==> src/rtl/msg_header_ctrl.sv <==
module msg_header_ctrl #(
  parameter int DEPTH = 16,
  parameter int AW    = $clog2(DEPTH),
  parameter int CW    = $clog2(DEPTH + 1)
) (
  input  logic          clk,
  input  logic          rst_n,
  input  logic          host_valid,
  input  logic [7:0]    host_byte,
  output logic          busy,
  output logic          tx_start,
  output logic          tx_wake,
  output logic [CW-1:0] tx_len,
  input  logic [AW-1:0] tx_rd_addr,
  output logic [7:0]    tx_rd_data,
  input  logic          tx_done,
  input  logic          rx_wr,
  input  logic [7:0]    rx_wr_data,
  input  logic          rx_end,
  input  logic [CW-1:0] rx_count,
  input  logic          rx_error,
  output logic          rx_fault,
  output logic [7:0]    rx_status,
  output logic          sleep_req,
  output logic          resp_valid,
  output logic [7:0]    resp_byte,
  input  logic          resp_ready
);

  typedef enum logic [1:0] {S_IDLE, S_LOAD, S_WAIT} st_t;

  st_t           st;
  logic [7:0]    txm [DEPTH];
  logic [7:0]    rxm [DEPTH];
  logic [CW-1:0] got, wr_ptr, rx_len, rx_pos;
  logic          rx_pend, ack_pend;
  logic [7:0]    cmd_code;

  logic [3:0] hi, lo;
  assign hi = host_byte[7:4];
  assign lo = host_byte[3:0];

  logic is_tx, is_rst, is_slp, rx_bad;
  assign is_tx  = (hi == 4'hF || hi == 4'h8) && lo != 4'hF;
  assign is_rst = host_byte == 8'h01;
  assign is_slp = host_byte == 8'h02;
  assign rx_bad = rx_error || rx_count < CW'(2) || rx_count > CW'(DEPTH);

  logic streaming, pick_cmd, pick_ack, pop;
  logic [CW-1:0] rx_gap;
  assign streaming = rx_pend && rx_pos != '0;
  assign pick_cmd  = !streaming && cmd_code != 8'h00;
  assign pick_ack  = !streaming && cmd_code == 8'h00 && ack_pend;
  assign rx_gap    = CW'(DEPTH) - rx_len;

  assign resp_valid = cmd_code != 8'h00 || ack_pend || rx_pend;
  assign resp_byte  = pick_cmd      ? cmd_code :
                      pick_ack      ? 8'h40 :
                      rx_pos == '0  ? {4'hF, rx_gap[3:0]} :
                                      rxm[AW'(rx_pos - 1'b1)];
  assign pop        = resp_valid && resp_ready;

  assign busy       = st == S_WAIT;
  assign tx_rd_data = txm[tx_rd_addr];
  assign rx_status  = rx_fault ? 8'h04 : 8'h00;

  always_ff @(posedge clk) begin
    if (!rst_n) begin
      st        <= S_IDLE;
      got       <= '0;
      wr_ptr    <= '0;
      rx_len    <= '0;
      rx_pos    <= '0;
      rx_pend   <= 1'b0;
      ack_pend  <= 1'b0;
      cmd_code  <= 8'h00;
      tx_start  <= 1'b0;
      tx_wake   <= 1'b0;
      tx_len    <= '0;
      rx_fault  <= 1'b0;
      sleep_req <= 1'b0;
      for (int i = 0; i < DEPTH; i++) begin
        txm[i] <= 8'h00;
        rxm[i] <= 8'h00;
      end
    end else begin
      tx_start  <= 1'b0;
      sleep_req <= 1'b0;
      rx_fault  <= 1'b0;

      if (pop) begin
        if (pick_cmd)              cmd_code <= 8'h00;
        else if (pick_ack)         ack_pend <= 1'b0;
        else if (rx_pos == rx_len) begin
          rx_pend <= 1'b0;
          rx_pos  <= '0;
        end else                   rx_pos   <= rx_pos + 1'b1;
      end

      if (!rx_pend) begin
        if (rx_wr && wr_ptr < CW'(DEPTH)) begin
          rxm[wr_ptr[AW-1:0]] <= rx_wr_data;
          wr_ptr              <= wr_ptr + 1'b1;
        end
        if (rx_end) begin
          wr_ptr <= '0;
          if (rx_bad) rx_fault <= 1'b1;
          else begin
            rx_pend <= 1'b1;
            rx_len  <= rx_count;
            rx_pos  <= '0;
          end
        end
      end

      case (st)
        S_IDLE: if (host_valid) begin
          if (is_tx) begin
            st      <= S_LOAD;
            got     <= '0;
            tx_len  <= CW'(DEPTH) - CW'(lo);
            tx_wake <= hi == 4'h8;
          end else if (is_rst) begin
            cmd_code <= 8'h01;
            ack_pend <= 1'b0;
            rx_pend  <= 1'b0;
            rx_pos   <= '0;
            wr_ptr   <= '0;
            for (int i = 0; i < DEPTH; i++) begin
              txm[i] <= 8'h00;
              rxm[i] <= 8'h00;
            end
          end else if (is_slp) begin
            cmd_code  <= 8'h02;
            sleep_req <= 1'b1;
          end
        end
        S_LOAD: if (host_valid) begin
          txm[got[AW-1:0]] <= host_byte;
          got              <= got + 1'b1;
          if (got + 1'b1 == tx_len) begin
            st       <= S_WAIT;
            tx_start <= 1'b1;
          end
        end
        S_WAIT: if (tx_done) begin
          ack_pend <= 1'b1;
          st       <= S_IDLE;
        end
        default: st <= S_IDLE;
      endcase
    end
  end

endmodule


==> config.mk <==
export PLATFORM = sky130hd
export DESIGN_NAME = msg_header_ctrl
export DESIGN_NICKNAME = d
export VERILOG_FILES = /design/src/rtl/msg_header_ctrl.sv
export SDC_FILE = /design/constraint.sdc
export NUM_CORES = 1
export LEC_CHECK = 0
export ABC_AREA = 1
export BUFFER_PORTS_ARGS = -buffer_cell sky130_fd_sc_hd__buf_4
export CAP_MARGIN = 30
export CORE_MARGIN = 5
export CORE_UTILIZATION = 62
export DETAILED_ROUTE_END_ITERATION = 7
export PLACE_DENSITY = 0.8
export SLEW_MARGIN = 20
export SYNTH_ARGS = -nofsm -noshare
export SYNTH_HDL_FRONTEND = slang
export SYNTH_SLANG_ARGS = --single-unit
==> constraint.sdc <==
create_clock -name clk -period 3.1 [get_ports clk]
set_input_delay 0.155 -clock clk [delete_from_list [all_inputs] [get_ports clk]]
set_output_delay 0.155 -clock clk [all_outputs]
set_load 0.05 [all_outputs]
==> metrics.txt, run 1 <==
status finished clean; initial antenna violation count 0; Post-layout nets 1629; area grow syn2layout 12.9%; Yosys cell types 38; fmax 338 MHz; FF-to-FF path depth 9; Peak supply drop 0.480 mV; Hold Slack 30.2 ps; drc violations 0; # port buffers 60; H-Tree Level Count 1; slew margin rel. 38.6%; CTS root buf clkbuf_16; DP Area 15100 sq um; Tmin final 2960 ps; Slowest Stage Delay on Critical Path 400 ps; Final Hold Viols 0; Post-Syn Instances 1524; # setup viols final 0; critical path type reg -> out; clk slew on worst S/H paths 60 ps; CP delay by family, top buffers and inverters; Leakage 0.00654 uW; period utilization 95.5%; Clock Path Buffers 3; gpl congestion 1.01; most common cell after layout, fill and taps aside nor2_1; via count 11307; largest net degree at the start of global routing 68; DIE AREA 26500 sq um; critical path launch point type flip-flop; per-cell routed wire length 19.5 um; Setup crit end kind primary output; CTS Buf Count 30; number of diodes 0; max_cap viols 0; Tot GR Track Use 28.2%; PD cells 548 nW/um^2; chip height 163 um; Worst-Skew Late Latency 550 ps; vias in the first global route 10872; CORE AREA 23300 sq um; layout cell share with drive strength beyond 1 12.9%; Core Util, Final 70.4%; crit path buf inv count 3; Tightest Pin Transition 919 ps; most frequent cells in the layout nor2_1, edfxtp_1, nand2_1, nand3_1, inv_1; Initial Util 62.3%; Detailed Route WL 37500 um; global-route wire length before repair 59100 um; Fillers 1738; unrepaired setup endpoints after global routing false; max-slew violations 0; CTS tree yes; worst hold path type in -> reg; final instance area 16400 sq um; first drt pass iteration count 6; yosys warns 0; Yosys reg bits 297; CP Data Arrival Time 2810 ps; Setup TNS 0 ps; mapped cell area 14500 sq um; crit-path max FO 65; vias per cell 5.88; cell-by-cell trace of the critical path inv_2 > buf_6 > nand3_1 > xor2_2 > nand3_1 > a21oi_1 > o21ai_1 > buf_4; CP max stage cell buf_6; post-route ant nets 0; cell depth of the worst setup path 8; Congestion Overflow GR 0; Seq/Total Area, Yosys 58.7%; Ports 68; Die X 163 um; Mean Syn Cell Area 9.51 sq um; Setup Skew 8.99 ps; CTS sink cnt 297; Rows 56; drt initial violations 1496; Worst path most repeated cell nand3_1; DP HPWL 24800 um; CP required 2940 ps; hold path depth 4
==> cell type report <==
class	instances	area, sq um	area share, %
tap	319	399	2.44
clock buffer	41	823	5.03
sequential	297	8510	52.0
timing repair buffer	99	847	5.18
multi-input combinational	1034	5200	31.8
clock inverter	14	144	0.879
inverter	118	447	2.73
==> where the power goes <==
group,internal [uW],total (uW),switching (uW)
sequential,4470,4520,52.4
clock,2100,3580,1480
combinational,240,870,630
total,6800,8970,2160
==> cells by family (layout without fill, tap and decap cells) <==
logic type      Yosys count  in the layout  share of synthesized area (%)
other cells               1              7                         0.0259
mux                      32             32                           2.21
compound gates          210            210                           8.10
flops                   297            297                           58.7
xor+xnor                 13             13                          0.786
buf+inv                 199            272                           5.72
simple gates            756            756                           23.1
fa+ha+maj                16             16                           1.38
==> what timing repair did <==
action,CTS,global route
resized for setup,2,3
hold buffers,23,0
endpoints found under the hold margin,22,0
pin swaps,0,1
endpoints found under the setup margin,4,11
buffers inserted,0,0
==> metrics by stage <==
| step | setup slack (ps) | total power, uW | cells |
|---|---|---|---|
| after detailed placement | 507 | 5420 | 1843 |
| after CTS | 25.5 | 8960 | 1921 |
| after floorplan | 321 | 5150 | 1530 |
| final | 138 | 8970 | 1922 |
| after global placement | 540 | 5400 | 1842 |
| after global routing | 13.5 | 9230 | 1922 |
==> synthesized netlist by cell type <==
cell type  number  area (sq um)
nor2_1        342          1280
edfxtp_1      256          7690
nand2_1       225           845
nand3_1       111           556
inv_1         102           383
o21ai_0        88           440
a21oi_1        61           305
o211ai_1       45           338
clkbuf_1       44           165
nor2_2         44           275
dfxtp_1        41           821
mux2i_1        32           320
buf_2          17          85.1
ha_1           16           200
o21ai_1        12          60.1
inv_2          11          41.3
nand3_4        11           193
buf_1           9          33.8
buf_4           8          60.1
xnor2_1         7          61.3
nand2_2         6          37.5
nand3_2         6          60.1
xor2_1          6          52.6
clkinv_1        5          18.8
nand4_1         3          18.8
buf_6           2          22.5
nor2_4          2          22.5
nor3_1          2          10.0
a211oi_1        1          7.51
a31oi_1         1          6.26
buf_12          1          20.0
conb_1          1          3.75
nor2_8          1          20.0
nor3_2          1          10.0
nor3b_1         1          7.51
o21ai_2         1          8.76
o31ai_1         1          7.51
or2_2           1          6.26
==> tightest hold or removal path, cell delays in order <==
cell and delay, ps:
buf_4 100, nand3_1 70, nand2_1 150, a21oi_1 60
==> layer usage <==
metal / GRT usage, % / routed length (um) / share of wire, % / vias up
li1: - / - / - / 5227
met1: 37.0 / 14000 / 37 / 5338
met2: 47.2 / 18300 / 49 / 632
met3: 5.67 / 3790 / 10 / 110
met4: 9.95 / 1340 / 3.6 / 0
met5: 0 / 0 / 0 / -
==> worst paths after layout <==
kind | slack, ps | endpoint | startpoint
worst min-delay path | 30 | rx_pend | host_valid
worst min register to register | 470 | cmd_code[2] | cmd_code[2]
worst max register to register | 520 | rxm[12][3] | wr_ptr[0]
worst max-delay path | 140 | resp_byte[2] | rx_pos[0]
==> sequential cells by signal, summed over array words and instances, names as in the netlist, 2 cells and up <==
signal,cells
rxm,128
txm,128
cmd_code,8
got,5
rx_len,5
rx_pos,5
tx_len,5
wr_ptr,5
st,2
(Power assumes the default switching activity.)
==> run 2: changes to the inputs <==
clock period = 3 ns   (was 3.1 ns; I/O delays follow)
==> metrics.txt, run 2 (same netlist as run 1, synthesis figures left out) <==
status finished clean; flop2flop setup slack 470 ps (-50 ps); drc violations 0 (unchanged); # setup viols final 0 (unchanged); crit-path max FO 65 (unchanged); Clock Path Buffers 3 (unchanged); CTS sink cnt 297 (unchanged); CTS root buf clkbuf_16; most frequent cells in the layout nor2_1, edfxtp_1, nand2_1, nand3_1, inv_1; H-Tree Level Count 1 (unchanged); crit path from rx_pos[0]; vias in the first global route 10840 (-0.29%); Setup Skew 20.7 ps (+11.7 ps); post-route ant nets 0 (unchanged); worst hold path type in -> reg; fmax 347 MHz; vias per cell 5.90 (+0.34%); layout cell share with drive strength beyond 1 13.7% (+0.79 points); Die X 163 um (unchanged); Tmin final 2880 ps; gpl congestion 0.952 (-5.4%); CORE AREA 23300 sq um (unchanged); Top Registers rxm x128, txm x128, cmd_code x8; drt initial violations 1257 (-16%); FF-to-FF path depth 9 (unchanged); cell depth of the worst setup path 8 (unchanged); critical path launch point type flip-flop; global-route wire length before repair 58300 um (-1.4%); Ports 68 (unchanged); PD cells 560 nW/um^2 (+2.3%); per-cell routed wire length 19.6 um (+0.38%); Initial Util 62.3% (unchanged); Worst-Skew Late Latency 560 ps (about the same); chip height 163 um (unchanged); HP Start host_valid; DP HPWL 25000 um (+0.74%); period utilization 96.1%; Tot GR Track Use 28.1% (-0.11 points); Peak supply drop 0.515 mV (+7.3%); crit path buf inv count 3 (unchanged); Hold Slack 37.2 ps (+7.00 ps); max-slew violations 0 (unchanged); hold path depth 4 (unchanged); CP max stage cell buf_6; Non-Filler Instances 1932 (+0.52%); Hold Path Sink cmd_code[1]; RR Startpoint wr_ptr[0]; CP required 2850 ps (-90 ps); critical path type reg -> out; Worst path most repeated cell nand3_1; max_cap viols 0 (unchanged); Congestion Overflow GR 0 (unchanged); Setup crit end kind primary output; Slowest Stage Delay on Critical Path 400 ps (about the same); # port buffers 60 (unchanged); initial antenna violation count 0 (unchanged); unrepaired setup endpoints after global routing true; Post-layout nets 1639 (+0.61%); CTS tree yes; Tightest Pin Transition 932 ps (+12.6 ps); CP Data Arrival Time 2730 ps (-80 ps); CTS Buf Count 30 (unchanged); area grow syn2layout 13.7%; Leakage 0.00660 uW (+0.84%); most common cell after layout, fill and taps aside nor2_1; DIE AREA 26500 sq um (unchanged); placed cells 1849 (+0.33%); first drt pass iteration count 6 (unchanged); clk slew on worst S/H paths 60 ps (about the same); largest net degree at the start of global routing 68 (unchanged); Rows 56 (unchanged); number of diodes 0 (unchanged); via count 11404 (+0.86%); CP delay by family, top buffers and inverters; slew margin rel. 37.8% (-0.84 points); Detailed Route WL 37800 um (+0.90%); Final Hold Viols 0 (unchanged); cell-by-cell trace of the critical path inv_2 > buf_6 > nand3_1 > xnor2_2 > nand3_1 > a21oi_1 > o21ai_1 > buf_4; worst r2r dst rxm[11][2]
-- run 2: cell count changes in the layout (fill, tap and decap cells not counted), sizes merged --
| cell | previous run | this run |
|---|---|---|
| buf | 76 | 85 |
| clkbuf | 41 | 45 |
| bufinv | 3 | 1 |
| clkinv | 15 | 13 |
| inv | 113 | 114 |
-- run 2: worst max path at each step --
| stage | to | slack (ps) |
|---|---|---|
| 2_1_floorplan | resp_byte[2] | 230 |
| 3_3_place_gp | rxm[15][2] | 500 |
| 3_5_place_dp | rxm[10][0] | 450 |
| 4_1_cts | resp_byte[3] | 50 |
| 5_1_grt | resp_byte[0] | -20 |
| 6_report | resp_byte[3] | 120 |
-- run 2: power by group --
group,switching (uW),internal [uW],total (uW)
clock network,1530,2120,3650
logic,656,252,907
registers,54.1,4620,4670
total,2240,6990,9230
-- run 2: per-layer routing --
metal	global-route usage (%)	vias to the layer above	part of all wire (%)
met5	0	-	0
met4	11.6	0	4.9
met3	4.38	141	8.6
met2	47.1	630	48
met1	36.8	5384	38
li1	-	5249	-
-- run 2: worst reg2reg max path: cells and delay by family (launching register included) --
| kind | cells | cell delay (ps) |
|---|---|---|
| simple gates | 5 | 1250 |
| flops | 1 | 380 |
| buf+inv | 3 | 300 |
| fa+ha+maj | 1 | 260 |
-- run 2: repair_timing --
item	4_1_cts	5_1_grt
buffers inserted	0	3
pin swaps	0	2
gates cloned	0	1
setup endpoints to repair	8	40
hold buffers	23	0
gates resized for setup	3	10
endpoints found under the hold margin	23	0
-- run 2: cell type report --
cell class              count  area, sq um
repair buffers            109          942
well taps                 319          399
multi-input cells        1034         5210
clock buffers              44          886
fillers                  1705         6790
flip-flops and latches    297         8510
clock inverters            11         81.3
inverters                 118          445
-- run 2: through the flow --
step                      cell area [sq um]  setup TNS (ps)  worst slack (ps)  utilization (%)  total power [uW]
after floorplan                       14500               0               226                -              5320
after global placement                15100               0               499             65.1              5590
after detailed placement              15200               0               450             65.1              5610
after CTS                             16400               0              48.7             70.3              9220
after global routing                  16500           -51.1             -22.9             70.8              9490
final                                 16500               0               117             70.8              9230
